===== config.mk =====
export PLATFORM = sky130hd
export DESIGN_NAME = osc_cal_counter
export DESIGN_NICKNAME = d
export VERILOG_FILES = /design/src/rtl/ocal_pkg.sv /design/src/rtl/ocal_edge_sync.sv /design/src/rtl/ocal_ref_select.sv /design/src/rtl/ocal_measure_core.sv /design/src/rtl/osc_cal_counter.sv
export SDC_FILE = /design/constraint.sdc
export NUM_CORES = 1
export LEC_CHECK = 0
export ABC_AREA = 0
export ABC_CLOCK_PERIOD_IN_PS = 6150
export BUFFER_PORTS_ARGS = -buffer_cell sky130_fd_sc_hd__buf_2
export CELL_PAD_IN_SITES_DETAIL_PLACEMENT = 1
export CELL_PAD_IN_SITES_GLOBAL_PLACEMENT = 1
export CORE_MARGIN = 2
export CORE_UTILIZATION = 35
export CTS_CLUSTER_SIZE = 14
export DETAILED_ROUTE_END_ITERATION = 8
export GPL_TIMING_DRIVEN = 0
export HOLD_SLACK_MARGIN = 0.1
export PLACE_DENSITY = 0.72
export SYNTH_ARGS = -nofsm -noshare
export SYNTH_HDL_FRONTEND = slang
export SYNTH_HIERARCHICAL = 1
export SYNTH_SLANG_ARGS = --single-unit
export TNS_END_PERCENT = 50

===== constraint.sdc =====
create_clock -name clk -period 6.15 [get_ports clk]
set_input_delay 1.23 -clock clk [delete_from_list [all_inputs] [get_ports clk]]
set_output_delay 1.23 -clock clk [all_outputs]
set_load 0.01 [all_outputs]

===== src/rtl/ocal_pkg.sv =====
package ocal_pkg;

    // Number of selectable references and the select field width.
    localparam int OC_NUM_REF = 5;
    localparam int OC_SEL_W   = 3;

    // Reference select codes, decoded by the selector.
    typedef enum logic [OC_SEL_W-1:0] {
        OC_REF_LF_XTAL = 3'd0,
        OC_REF_LF_RC   = 3'd1,
        OC_REF_HF_XTAL = 3'd2,
        OC_REF_HF_RC   = 3'd3,
        OC_REF_AUX_RC  = 3'd4
    } oc_ref_e;

endpackage


===== src/rtl/ocal_edge_sync.sv =====
// Brings one asynchronous reference into the fast domain and flags
// each synchronized low-to-high transition for one cycle.
module ocal_edge_sync #(
    parameter int STAGES = 2
) (
    input  logic clk,
    input  logic rst_n,
    input  logic async_i,
    output logic rise_o
);
    localparam int CHAIN_W = STAGES + 1;

    logic [CHAIN_W-1:0] chain_d, chain_q;

    always_comb begin
        chain_d = {chain_q[CHAIN_W-2:0], async_i};
    end

    always_ff @(posedge clk) begin
        if (!rst_n) chain_q <= '0;
        else        chain_q <= chain_d;
    end

    assign rise_o = chain_q[STAGES-1] & ~chain_q[STAGES];

    // A synchronized edge needs at least one low and one high sample,
    // so two detections can never be adjacent.
    assert_single_rise_R3: assert property (@(posedge clk) disable iff (!rst_n)
        rise_o |=> !rise_o);

endmodule


===== src/rtl/ocal_ref_select.sv =====
// One synchronizer per reference, then a decode of the latched select code.
module ocal_ref_select #(
    parameter int NUM_REF = ocal_pkg::OC_NUM_REF,
    parameter int SEL_W   = ocal_pkg::OC_SEL_W,
    parameter int STAGES  = 2
) (
    input  logic               clk,
    input  logic               rst_n,
    input  logic [NUM_REF-1:0] ref_clk_i,
    input  logic [SEL_W-1:0]   sel_i,
    output logic               edge_o
);
    logic [NUM_REF-1:0] rise;

    for (genvar g = 0; g < NUM_REF; g++) begin : g_sync
        ocal_edge_sync #(.STAGES(STAGES)) u_sync (
            .clk     (clk),
            .rst_n   (rst_n),
            .async_i (ref_clk_i[g]),
            .rise_o  (rise[g])
        );
    end

    // Codes beyond the populated references decode to no source.
    always_comb begin
        edge_o = 1'b0;
        for (int i = 0; i < NUM_REF; i++) begin
            if (sel_i == SEL_W'(i)) edge_o = rise[i];
        end
    end

endmodule


===== src/rtl/ocal_measure_core.sv =====
// Window timer, edge counter, result capture and ready flag.
module ocal_measure_core #(
    parameter int WIN_W = 16,
    parameter int CNT_W = 20,
    parameter int SEL_W = ocal_pkg::OC_SEL_W
) (
    input  logic             clk,
    input  logic             rst_n,
    input  logic             start_i,
    input  logic             cont_i,
    input  logic             ready_clr_i,
    input  logic [WIN_W-1:0] window_i,
    input  logic [SEL_W-1:0] sel_i,
    input  logic             edge_i,
    output logic [SEL_W-1:0] sel_o,
    output logic             busy_o,
    output logic [CNT_W-1:0] count_o,
    output logic             ready_o
);
    localparam logic [CNT_W-1:0] CNT_MAX = {CNT_W{1'b1}};
    localparam logic [WIN_W-1:0] WIN_ONE = WIN_W'(1);

    typedef struct packed {
        logic             busy;
        logic             rdy;
        logic [WIN_W-1:0] len;
        logic [WIN_W-1:0] win;
        logic [SEL_W-1:0] sel;
        logic [CNT_W-1:0] cnt;
        logic [CNT_W-1:0] res;
    } core_st_t;

    core_st_t s_d, s_q;

    logic             last_cyc;
    logic             capture;
    logic [CNT_W-1:0] cnt_next;
    logic [WIN_W-1:0] len_eff;

    always_comb begin
        s_d      = s_q;
        capture  = 1'b0;
        last_cyc = s_q.busy && (s_q.win == WIN_ONE);
        len_eff  = (window_i == '0) ? WIN_ONE : window_i;
        cnt_next = s_q.cnt;
        if (edge_i && (s_q.cnt != CNT_MAX)) cnt_next = s_q.cnt + 1'b1;

        if (start_i) begin
            s_d.busy = 1'b1;
            s_d.len  = len_eff;
            s_d.win  = len_eff;
            s_d.sel  = sel_i;
            s_d.cnt  = '0;
        end else if (s_q.busy) begin
            if (last_cyc) begin
                capture  = 1'b1;
                s_d.res  = cnt_next;
                s_d.cnt  = '0;
                s_d.win  = s_q.len;
                s_d.busy = cont_i;
            end else begin
                s_d.cnt = cnt_next;
                s_d.win = s_q.win - 1'b1;
            end
        end

        s_d.rdy = capture | (s_q.rdy & ~ready_clr_i);
    end

    always_ff @(posedge clk) begin
        if (!rst_n) s_q <= '0;
        else        s_q <= s_d;
    end

    assign sel_o   = s_q.sel;
    assign busy_o  = s_q.busy;
    assign count_o = s_q.res;
    assign ready_o = s_q.rdy;

    assert_win_live_R2: assert property (@(posedge clk) disable iff (!rst_n)
        s_q.busy |-> (s_q.win != '0));

    assert_fall_has_result_R2: assert property (@(posedge clk) disable iff (!rst_n)
        $fell(s_q.busy) |-> s_q.rdy);

    assert_ready_from_run_R5: assert property (@(posedge clk) disable iff (!rst_n)
        $rose(s_q.rdy) |-> $past(s_q.busy));

    assert_result_held_R8: assert property (@(posedge clk) disable iff (!rst_n)
        !s_q.busy |=> $stable(s_q.res));

    assert_no_wrap_R11: assert property (@(posedge clk) disable iff (!rst_n)
        (s_q.busy && (s_q.cnt == CNT_MAX) && !start_i && (s_q.win != WIN_ONE))
        |=> (s_q.cnt == CNT_MAX));

endmodule


===== src/rtl/osc_cal_counter.sv =====
module osc_cal_counter #(
    parameter int WIN_W       = 16,
    parameter int CNT_W       = 20,
    parameter int SYNC_STAGES = 2
) (
    input  logic                            clk,
    input  logic                            rst_n,
    input  logic [ocal_pkg::OC_NUM_REF-1:0] ref_clk_i,
    input  logic [ocal_pkg::OC_SEL_W-1:0]   ref_sel_i,
    input  logic [WIN_W-1:0]                window_i,
    input  logic                            cont_i,
    input  logic                            start_i,
    input  logic                            ready_clr_i,
    output logic                            busy_o,
    output logic [CNT_W-1:0]                count_o,
    output logic                            ready_o
);
    localparam int NUM_REF = ocal_pkg::OC_NUM_REF;
    localparam int SEL_W   = ocal_pkg::OC_SEL_W;

    logic [SEL_W-1:0] sel_q;
    logic             ref_edge;

    ocal_ref_select #(
        .NUM_REF (NUM_REF),
        .SEL_W   (SEL_W),
        .STAGES  (SYNC_STAGES)
    ) u_sel (
        .clk       (clk),
        .rst_n     (rst_n),
        .ref_clk_i (ref_clk_i),
        .sel_i     (sel_q),
        .edge_o    (ref_edge)
    );

    ocal_measure_core #(
        .WIN_W (WIN_W),
        .CNT_W (CNT_W),
        .SEL_W (SEL_W)
    ) u_core (
        .clk         (clk),
        .rst_n       (rst_n),
        .start_i     (start_i),
        .cont_i      (cont_i),
        .ready_clr_i (ready_clr_i),
        .window_i    (window_i),
        .sel_i       (ref_sel_i),
        .edge_i      (ref_edge),
        .sel_o       (sel_q),
        .busy_o      (busy_o),
        .count_o     (count_o),
        .ready_o     (ready_o)
    );

endmodule


==> metrics <==
CTS root buf clkbuf_16; Clk Latency, worst-skew pair 0.35 ns; worst-case reg-to-reg path depth 9; global route overflow 0; Synth area leaders dfxtp_1, a31oi_1, nand2_1, buf_4, a21oi_1; Sequential Area between 1500 and 2000 um^2; clock buffer depth 2; Worst Hold End u_sel/g_sync[3].u_sync/chain_q[1]$_SDFF_PN0_; fin crit period a little over 3 ns; I/O Buffers 49; RR Endpoint u_core/count_o[18]$_SDFFE_PN0P_; post-route ant nets 0; Hold Vio Cnt, Final 0; Synth cell types 66; min-delay src u_sel/g_sync[3].u_sync/chain_q[0]$_SDFF_PN0_; share of Yosys cell area claimed by the top area cell type about two fifths; initial core utilization about 36%; Max transition margin about 48%; CP required roughly 6.4 ns; Routed WL ~15000 um; Post-synth EDFFs 0; WP buf/inv 3; first-pass detailed-route iteration total 5; crit path launch type primary input; CP top delay family buffers and inverters; die height roughly 120 um; initial antenna violation count 0; leading area contributor after synthesis dfxtp_1; CP max stage cell nor2b_1; max-capacitance violation count 0; Syn. warnings 6; Final Wtd Congestion 0.887; syn nets 583; measured slew at the worst slew-check pin roughly 0.78 ns; clk slew on worst S/H paths around 0.060 ns; Yosys reg bits 92; top_reg_cell synth dfxtp_1; Clock Sinks 92; pin count of the biggest net entering global routing 20; status finished, final reports clean; Tcrit/Tclk final roughly half; CP max FO 10; pwr dens ~240 nW/um^2; Multi-input gate area around 2500 um^2; setup bufs post-CTS 0; FILL cells roughly 1600; crit-path max cell delay slightly above 0.5 ns; Cell Rows 42; H-tree levels 3; Iter 0 DRT Violations 403; worst-path cell chain clkbuf_1, nor2b_1, nand2_1, a21oi_1, buf_2, buf_1, nand2_1, a31oi_1; gr usage total between 20% and 30%; die width 120 um; clock skew around 0.013 ns; post-DR wirelength/cell 18.5 um; DP Wirelength between 10000 and 15000 um; Worst EP arrival between 3 and 4 ns; utilization after layout between 40% and 50%; top cells by count, synth dfxtp_1, nand2_1, nor2_1; DRC 0; reg-to-reg startpoint u_core/sel_o[2]$_SDFFE_PN0P_; Final setup violation count 0; CP dominant cell by count nand2_1; Mapped Area roughly 4700 um^2; endpoint kind of the worst setup timing path flip-flop; CTS Buf Count 9; static leakage about 2.0 nW; most numerous cell in the Yosys netlist dfxtp_1; Hold-fix buffers, CTS 0; Post-Syn Instances 551; CTS tree done; Max IR drop VDD 0.140 mV; number of global-route vias before repair around 4500; Setup CP Type primary input to flip-flop; n_diodes 0; WP depth 8; # IOs 51; Async S/R FF share, synth 0%; Pins Over Slew Limit 0; flop2flop setup slack around 3.6 ns; Area growth syn-to-layout 15.7%; hold path cells 1; DIE AREA between 10000 and 15000 um^2; Layout Nets roughly 640; Vias around 4500; total core area about 13000 um^2; vias per cell 5.63; register area share after synthesis ~39%; Hold/Removal Path Class flip-flop to flip-flop; Mean Syn Cell Area 8.62 um^2; setup TNS 0 ns; post-CTS sizing 0; first-pass GRT wire length 23700 um; layout cell share with drive strength beyond 1 approximately a fifth; achievable clock frequency around 0.32 GHz; unrepaired setup endpoints after global routing no
worst max path at each step:
stage | startpoint | end | slack (ns)
floorplan | start_i | u_core/s_q[25]$_SDFFE_PP0P_ | 3.48
global placement | start_i | u_core/s_q[27]$_SDFFE_PP0P_ | 2.74
detailed placement | start_i | u_core/s_q[34]$_SDFFE_PP0P_ | 2.77
CTS | start_i | u_core/s_q[34]$_SDFFE_PP0P_ | 3.11
global route | start_i | u_core/s_q[25]$_SDFFE_PP0P_ | 2.90
finish | start_i | u_core/s_q[26]$_SDFFE_PP0P_ | 3.04
per-layer routing:
metal / part of all wire [%] / track usage, % / wire length [um] / vias to the layer above
met5: 0 / 0 / 0 / -
met4: 1.5 / 6.10 / 213 / 0
li1: - / - / - / 2132
met3: 5.7 / 5.05 / 835 / 17
met2: 46 / 32.8 / 6670 / 123
met1: 47 / 28.5 / 6900 / 2184
area by class of cell:
type / instances / share of cell area (%)
Timing Repair Buffer: 49 / 4.46
Sequential cell: 92 / 33.5
Multi-Input combinational cell: 391 / 46.3
Inverter: 7 / 0.478
Tap cell: 176 / 4.01
Clock inverter: 4 / 0.592
Buffer: 61 / 6.19
Clock buffer: 12 / 4.49
metrics by stage:
stage | std cells | hold slack [ns] | setup WS (ns) | area [um^2] | total power, mW
2_1_floorplan | 551 | 0.412 | 3.48 | 4750 | 0.755
3_3_place_gp | 776 | 0.415 | 2.74 | 5220 | 0.805
3_5_place_dp | 776 | 0.420 | 2.77 | 5220 | 0.811
4_1_cts | 792 | 0.436 | 3.11 | 5490 | 1.35
5_1_grt | 792 | 0.448 | 2.90 | 5490 | 1.39
6_report | 792 | 0.435 | 3.04 | 5490 | 1.34
registers in the layout, summed over array words and instances (netlist names):
signal and count:
u_core/s_q 52, u_core/count_o 20, u_core/sel_o 3, u_core/busy_o 1, u_core/ready_o 1, u_sel/g_sync.u_sync/chain_q 15
where the power goes:
group / switching (mW) / internal, mW
logic: 0.0991 / 0.0602
clock network: 0.249 / 0.288
registers: 0.0237 / 0.619
total: 0.371 / 0.967
placed cells by master (no fill, tap or decap), drive strengths merged, types with 9 or more instances in the layout:
cell type	netlist	layout
dfxtp	92	92
mux2i	15	15
nand4	11	11
a211oi	16	16
nor2	45	45
o21ai	25	25
xor2	11	11
nand3	14	14
nand2	49	49
a31oi	30	30
buf	37	86
a21oi	34	34
clkbuf	24	36
and2	19	19
a41oi	9	9
xnor2	9	9
nor3	20	20
worst register-to-register path, cell delays in order, from the launching register on:
cell and delay, ns:
dfxtp_1 0.32, buf_4 0.14, mux2i_1 0.11, o311ai_1 0.22, buf_2 0.29, inv_1 0.22, or4_1 0.60, nor3_1 0.32
or4_1 0.17, a21oi_1 0.06
logic make-up (layout without fill, tap and decap cells):
group / count (synthesis) / count (layout) / share of synthesized area [%]
AOI/OAI and AO/OA: 148 / 148 / 21.6
and+or+nand+nor: 203 / 203 / 23.7
buffers and inverters: 68 / 133 / 7.72
xor gates and xnor gates: 20 / 20 / 3.69
muxes: 17 / 17 / 3.71
DFF: 92 / 92 / 38.8
adders and majority gates: 3 / 3 / 0.790
(Power assumes the default switching activity.)
